**src/rtl/arbacct_pkg.sv**
```systemverilog
package arbacct_pkg;

    localparam int N_TIERS = 4;

    // Search order of CPU classes; the encoding is the search order.
    typedef enum logic [1:0] {
        TIER_HI_IN  = 2'd0,
        TIER_LO_IN  = 2'd1,
        TIER_HI_OUT = 2'd2,
        TIER_LO_OUT = 2'd3
    } tier_e;

    function automatic tier_e tier_of(input logic hi, input logic inbud);
        if (inbud) return hi ? TIER_HI_IN : TIER_LO_IN;
        return hi ? TIER_HI_OUT : TIER_LO_OUT;
    endfunction

endpackage

```
**src/rtl/arbacct_lru.sv**
```systemverilog
// Least-recently-served order for one CPU tier.
module arbacct_lru #(
    parameter int N_CPU = 4,
    parameter int IDX_W = 2
) (
    input  logic             clk,
    input  logic             rst,
    input  logic [N_CPU-1:0] req,
    output logic             pick_vld,
    output logic [IDX_W-1:0] pick_idx,
    input  logic             upd_en,
    input  logic [IDX_W-1:0] upd_idx
);
    logic [IDX_W-1:0] ord_q [N_CPU];
    logic [IDX_W-1:0] ord_d [N_CPU];
    int               pos;

    // Oldest entry first: scan from the newest end so the oldest match wins.
    always_comb begin
        pick_vld = 1'b0;
        pick_idx = '0;
        for (int p = N_CPU - 1; p >= 0; p--) begin
            if (req[ord_q[p]]) begin
                pick_vld = 1'b1;
                pick_idx = ord_q[p];
            end
        end
    end

    // Move the completed CPU to the most-recent end.
    always_comb begin
        pos = N_CPU - 1;
        for (int p = N_CPU - 1; p >= 0; p--) begin
            if (ord_q[p] == upd_idx) pos = p;
        end
        for (int p = 0; p < N_CPU - 1; p++) begin
            ord_d[p] = (p >= pos) ? ord_q[p+1] : ord_q[p];
        end
        ord_d[N_CPU-1] = upd_idx;
    end

    always_ff @(posedge clk) begin
        if (rst) begin
            for (int p = 0; p < N_CPU; p++) ord_q[p] <= IDX_W'(p);
        end else if (upd_en) begin
            for (int p = 0; p < N_CPU; p++) ord_q[p] <= ord_d[p];
        end
    end
endmodule

```
**src/rtl/arbacct_pick.sv**
```systemverilog
// Winner selection across DMA and the CPU tiers.
module arbacct_pick
    import arbacct_pkg::*;
#(
    parameter int IDX_W = 2
) (
    input  logic                             dma_req,
    input  logic                             dma_first,
    input  logic [N_TIERS-1:0]               tier_vld,
    input  logic [N_TIERS-1:0][IDX_W-1:0]    tier_idx,
    output logic                             win_dma,
    output logic                             win_cpu,
    output logic [IDX_W-1:0]                 win_idx,
    output tier_e                            win_tier
);
    logic cpu_any;

    always_comb begin
        win_tier = TIER_LO_OUT;
        win_idx  = '0;
        for (int t = N_TIERS - 1; t >= 0; t--) begin
            if (tier_vld[t]) begin
                win_tier = tier_e'(t);
                win_idx  = tier_idx[t];
            end
        end
    end

    assign cpu_any = |tier_vld;
    assign win_dma = dma_req && (dma_first || !cpu_any);
    assign win_cpu = cpu_any && !win_dma;
endmodule

```
**src/rtl/arbacct_account.sv**
```systemverilog
// CPU bandwidth account with burst length measurement.
module arbacct_account #(
    parameter int ACC_W = 12,
    parameter int LEN_W = 8,
    parameter int OVH_W = 4
) (
    input  logic             clk,
    input  logic             rst,
    input  logic             start,
    input  logic             hold,
    input  logic             done_any,
    input  logic             done_cpu,
    input  logic             dyn,
    input  logic [ACC_W-1:0] ratio,
    input  logic [ACC_W-1:0] decr,
    input  logic [ACC_W-1:0] clip,
    input  logic [OVH_W-1:0] ovh,
    output logic [ACC_W-1:0] acct
);
    localparam int WIDE  = (ACC_W > LEN_W) ? ACC_W : LEN_W;
    localparam int SUM_W = ((WIDE > OVH_W) ? WIDE : OVH_W) + 2;

    logic [LEN_W-1:0] len_q;
    logic [ACC_W-1:0] acct_q;
    logic [SUM_W-1:0] charge, sum, drained;
    logic [ACC_W-1:0] next_acct;

    // Cycles the grant has been visible, completion cycle included.
    always_ff @(posedge clk) begin
        if (rst) begin
            len_q <= '0;
        end else if (start) begin
            len_q <= LEN_W'(1);
        end else if (hold && len_q != {LEN_W{1'b1}}) begin
            len_q <= len_q + LEN_W'(1);
        end
    end

    always_comb begin
        if (!done_cpu)  charge = '0;
        else if (dyn)   charge = SUM_W'(len_q) + SUM_W'(ovh);
        else            charge = SUM_W'(ratio);
        sum     = SUM_W'(acct_q) + charge;
        drained = (sum > SUM_W'(decr)) ? sum - SUM_W'(decr) : '0;
        next_acct = (drained > SUM_W'(clip)) ? clip : drained[ACC_W-1:0];
    end

    always_ff @(posedge clk) begin
        if (rst)           acct_q <= '0;
        else if (done_any) acct_q <= next_acct;
    end

    assign acct = acct_q;
endmodule

```
**src/rtl/arbacct_arb.sv**
```systemverilog
module arbacct_arb
    import arbacct_pkg::*;
#(
    parameter int N_CPU = 4,
    parameter int ACC_W = 12,
    parameter int LEN_W = 8,
    parameter int OVH_W = 4
) (
    input  logic             clk,
    input  logic             rst,
    input  logic             dma_req,
    input  logic [N_CPU-1:0] cpu_req,
    input  logic [N_CPU-1:0] cpu_hi,
    input  logic [N_CPU-1:0] cpu_inbud,
    input  logic             burst_done,
    input  logic [OVH_W-1:0] burst_ovh,
    input  logic [ACC_W-1:0] cfg_ratio,
    input  logic [ACC_W-1:0] cfg_decr,
    input  logic [ACC_W-1:0] cfg_limit,
    input  logic [ACC_W-1:0] cfg_clip,
    input  logic             cfg_dyn,
    output logic             gnt_dma,
    output logic [N_CPU-1:0] gnt_cpu,
    output logic [ACC_W-1:0] cpu_account
);
    localparam int IDX_W = (N_CPU > 1) ? $clog2(N_CPU) : 1;
    localparam logic [N_CPU-1:0] ONE = N_CPU'(1);

    logic                          gnt_dma_q;
    logic [N_CPU-1:0]              gnt_cpu_q;
    logic [IDX_W-1:0]              idx_q;
    tier_e                         tier_q;
    logic                          busy, done_any, done_cpu, start;
    logic [N_CPU-1:0]              tier_mask [N_TIERS];
    logic [N_TIERS-1:0]            tier_vld;
    logic [N_TIERS-1:0][IDX_W-1:0] tier_idx;
    logic                          win_dma, win_cpu;
    logic [IDX_W-1:0]              win_idx;
    tier_e                         win_tier;
    logic [ACC_W-1:0]              acct;

    assign busy     = gnt_dma_q || (|gnt_cpu_q);
    assign done_any = busy && burst_done;
    assign done_cpu = done_any && (|gnt_cpu_q);
    assign start    = !busy && (win_dma || win_cpu);

    always_comb begin
        for (int t = 0; t < N_TIERS; t++) begin
            for (int i = 0; i < N_CPU; i++) begin
                tier_mask[t][i] = cpu_req[i] && (tier_of(cpu_hi[i], cpu_inbud[i]) == tier_e'(t));
            end
        end
    end

    for (genvar g = 0; g < N_TIERS; g++) begin : g_tier
        arbacct_lru #(.N_CPU(N_CPU), .IDX_W(IDX_W)) u_lru (
            .clk      (clk),
            .rst      (rst),
            .req      (tier_mask[g]),
            .pick_vld (tier_vld[g]),
            .pick_idx (tier_idx[g]),
            .upd_en   (done_cpu && (tier_q == tier_e'(g))),
            .upd_idx  (idx_q)
        );
    end

    arbacct_pick #(.IDX_W(IDX_W)) u_pick (
        .dma_req   (dma_req),
        .dma_first (acct > cfg_limit),
        .tier_vld  (tier_vld),
        .tier_idx  (tier_idx),
        .win_dma   (win_dma),
        .win_cpu   (win_cpu),
        .win_idx   (win_idx),
        .win_tier  (win_tier)
    );

    arbacct_account #(.ACC_W(ACC_W), .LEN_W(LEN_W), .OVH_W(OVH_W)) u_acct (
        .clk      (clk),
        .rst      (rst),
        .start    (start),
        .hold     (busy && !burst_done),
        .done_any (done_any),
        .done_cpu (done_cpu),
        .dyn      (cfg_dyn),
        .ratio    (cfg_ratio),
        .decr     (cfg_decr),
        .clip     (cfg_clip),
        .ovh      (burst_ovh),
        .acct     (acct)
    );

    always_ff @(posedge clk) begin
        if (rst) begin
            gnt_dma_q <= 1'b0;
            gnt_cpu_q <= '0;
            idx_q     <= '0;
            tier_q    <= TIER_HI_IN;
        end else if (busy) begin
            if (burst_done) begin
                gnt_dma_q <= 1'b0;
                gnt_cpu_q <= '0;
            end
        end else if (win_dma) begin
            gnt_dma_q <= 1'b1;
        end else if (win_cpu) begin
            gnt_cpu_q <= ONE << win_idx;
            idx_q     <= win_idx;
            tier_q    <= win_tier;
        end
    end

    assign gnt_dma     = gnt_dma_q;
    assign gnt_cpu     = gnt_cpu_q;
    assign cpu_account = acct;
endmodule

```
**config.mk**
```make
export PLATFORM = sky130hd
export DESIGN_NAME = arbacct_arb
export DESIGN_NICKNAME = d
export VERILOG_FILES = /design/src/rtl/arbacct_pkg.sv /design/src/rtl/arbacct_lru.sv /design/src/rtl/arbacct_pick.sv /design/src/rtl/arbacct_account.sv /design/src/rtl/arbacct_arb.sv
export SDC_FILE = /design/constraint.sdc
export NUM_CORES = 1
export LEC_CHECK = 0
export BUFFER_PORTS_ARGS = -buffer_cell sky130_fd_sc_hd__buf_2
export CAP_MARGIN = 20
export CORE_MARGIN = 5
export CORE_UTILIZATION = 52
export CTS_CLUSTER_DIAMETER = 60
export DETAILED_ROUTE_END_ITERATION = 6
export GPL_ROUTABILITY_DRIVEN = 0
export PLACE_DENSITY = 0.7
export REMOVE_ABC_BUFFERS = 1
export SYNTH_ARGS = -nofsm -noshare
export SYNTH_HDL_FRONTEND = slang
export SYNTH_SLANG_ARGS = --single-unit
```
**constraint.sdc**
```tcl
create_clock -name clk -period 8.2 [get_ports clk]
set_clock_uncertainty 0.2 [all_clocks]
set_input_delay 1.23 -clock clk [delete_from_list [all_inputs] [get_ports clk]]
set_output_delay 1.23 -clock clk [all_outputs]
set_load 0.02 [all_outputs]
```
==> out/qor.csv <==
metric,value,unit
status,completed,
Final Cell Area,7130,um2
Worst Hold Path Cells,1,
cell leakage power,3.15,nW
worst hold path class,flip-flop to flip-flop,
register area,1540,um2
simple-gate area share of the yosys netlist,0.231,
data required time of the worst path,8.20,ns
Die Footprint,14600,um2
slack of the worst reg-to-reg path,1.55,ns
measured slew at the worst slew-check pin,0.947,ns
max frequency,138,MHz
XOR/XNOR Fraction of Synth Area,0.0728,
Core Box Area,12000,um2
critical path data arrival time,7.22,ns
number of levels in the clock H-tree,3,
number of diodes added for antenna fixing,0,
Detail Placement HPWL,13700,um
setup repair after global routing missed its margin,no,
worst hold path startpoint,gnt_cpu[2]$_SDFFE_PP0P_,
multi-input gate area in the final layout,4480,um2
origin of the critical flop-to-flop path,gnt_cpu[0]$_SDFFE_PP0P_,
normalized max-slew margin,0.368,
Hold Fails Final Rpt,0,
routed length per placed instance,17.9,um
count of buffer and inverter cells on the critical path,4,
1st-pass router iterations,5,
Max Cap Viol,0,
"top library cells by usage in the layout, fill and taps aside","sky130_fd_sc_hd__buf_2 (85), sky130_fd_sc_hd__nor2_1 (59), sky130_fd_sc_hd__inv_1 (55)",
Post-layout nets,933,
share of synthesized area spent on multiplexers,0.121,
placement-stage cell area,6860,um2
cell type group with the largest total delay on the critical path,compound AO/OA/AOI/OAI gates,
CTS Buf Count,9,
number of buffers on the longest clock path,2,
Setup CP Type,input pin to flip-flop,
via count of the first global-routing pass,5787,
Post-Syn Area,6380,um2
remaining design rule violation count,0,
global route total overflow,0,
number of synthesized register bits,61,
Post-synth ARST share,0,
Root Driver,sky130_fd_sc_hd__clkbuf_16,
number of port buffers,85,
Synth Flop Type,sky130_fd_sc_hd__edfxtp_1,
site row count,40,
height of the chip,121,um
yosys synthesis warning count,0,
maximum fanout count along the critical path,12,
ratio of routed vias to standard cells,6.08,
count of unique library cells instantiated by Yosys,74,
maximum VDD drop,0.125,mV
Post-Synthesis Mean Instance Area,8.55,um2
number of placed I/O pins,86,
Starting DRT DRC Count,421,
number of cells upsized or downsized after cts,0,
Worst path max stage delay,0.44,ns
synthesized-area fraction occupied by adder cells,0.113,
wire length of the first global-routing pass,28300,um
critical path startpoint category,input pin,
Critical Path Slowest Stage Cell,sky130_fd_sc_hd__fa_1,
post-CTS repair timing setup buffer count,0,
share of the yosys chip area belonging to registers,0.242,
clock-pin slew on the worst setup and hold paths,0.05,ns
global router's overall resource usage,0.238,
"most common cell after layout, fill and taps aside",sky130_fd_sc_hd__buf_2,
kind of capture point of the worst setup path,flip-flop,
initial core utilization,0.531,
maximum number of pins on one net before global-route repair,25,
core utilization of the finished layout,0.594,
"Clk Latency, worst-skew pair",0.33,ns
number of max-slew violations in the final report,0,
post-layout instance count excluding filler cells,960,
pwr dens,211,nW/um2
share of layout cells above drive strength 1,0.172,
Most common cell on crit path,sky130_fd_sc_hd__a21oi_1,
horizontal die dimension,121,um
total detailed-routing wirelength,17200,um
compound-cell area share of the yosys netlist,0.163,
share of the clock period used by the worst path,0.881,
R2R depth,28,
Placed Cells incl. Taps,944,
number of nets with antenna violations after routing,0,
Design Power,1.51,mW
Cells after Synth,746,
hold bufs inserted after CTS,0,
Layout fillers,1081,
Finish-stage setup viols,0,
via count,5839,
post-synthesis to final-layout area growth,11.8,%
worst hold path endpoint,gnt_cpu[2]$_SDFFE_PP0P_,
"EDFF count, synth",32,
TritonCTS clock tree,built,
shortest clock period the worst path allows after layout,7.23,ns
initial antenna violation count,0,
Sum Neg Setup Slack,0,ns
end of the worst register-to-register path,u_acct.acct[8]$_SDFFE_PP0N_,
largest family of logic cells by synthesized area,simple AND/OR/NAND/NOR gates,
total clock sinks,61,
## flip-flops by register name, summed over array words and instances (netlist names)
signal / cells
g_tier.u_lru.ord_q: 32
u_acct.acct: 12
u_acct.len_q: 8
gnt_cpu: 4
idx_q: 2
tier_q: 2
gnt_dma: 1
## synthesized netlist by cell type (all sizes together), types with 10 or more instances
cell / count / area [um2]
nand3b: 12 / 90.1
clkbuf: 24 / 92.6
nand3: 19 / 95.1
nand2b: 16 / 108
mux2i: 47 / 470
a21oi: 42 / 210
dfxtp: 29 / 581
nor3: 15 / 75.1
and2: 17 / 106
buf: 13 / 58.8
nor2: 60 / 228
nand4: 10 / 62.6
mux4: 12 / 270
xor2: 16 / 140
ha: 53 / 663
a211oi: 10 / 75.1
edfxtp: 32 / 961
o21ai: 39 / 195
nand2: 48 / 183
inv: 56 / 210
xnor2: 37 / 324
## layout make-up
cell class	instances	share of cell area
sequential	61	0.216
clock buffer	12	0.0346
timing repair buffer	88	0.0628
inverter	56	0.0295
tap	147	0.0258
multi-input combinational	592	0.628
clock inverter	4	0.00333
## metal layers
| metal | up-vias | track usage | wire length, um |
|---|---|---|---|
| li1 | 2849 | - | - |
| met1 | 2738 | 0.309 | 7560 |
| met4 | 0 | 0.0907 | 605 |
| met5 | - | 0 | 0 |
| met2 | 208 | 0.396 | 8050 |
| met3 | 44 | 0.0421 | 994 |
## worst max path at each step
stage                                        endpoint          from  cells after the start
after floorplan           u_acct.acct[0]$_SDFFE_PP0N_  burst_ovh[0]                     26
after global placement    u_acct.acct[8]$_SDFFE_PP0N_  burst_ovh[0]                     30
after detailed placement  u_acct.acct[8]$_SDFFE_PP0N_  burst_ovh[0]                     30
after CTS                 u_acct.acct[8]$_SDFFE_PP0N_  burst_ovh[0]                     30
after global routing      u_acct.acct[8]$_SDFFE_PP0N_  burst_ovh[0]                     30
final                     u_acct.acct[8]$_SDFFE_PP0N_  burst_ovh[0]                     31
## stage by stage
| step | setup WS (ns) | hold slack [ns] |
|---|---|---|
| 2_1_floorplan | 1.04 | 0.319 |
| 4_1_cts | 1.04 | 0.284 |
| 3_5_place_dp | 0.710 | 0.270 |
| 6_report | 0.975 | 0.283 |
| 3_3_place_gp | 1.02 | 0.274 |
| 5_1_grt | 0.336 | 0.292 |
## logic make-up after synthesis
group / count (synthesis)
DFF: 61
xor gates and xnor gates: 53
and+or+nand+nor: 262
adders and majority gates: 56
buffers and inverters: 93
AOI/OAI and AO/OA: 159
muxes: 62
## power breakdown
group | internal, mW | switching (mW)
Combinational | 0.308 | 0.394
Sequential | 0.372 | 0.0917
Clock | 0.211 | 0.128
Power figures use the tool's default switching activity.
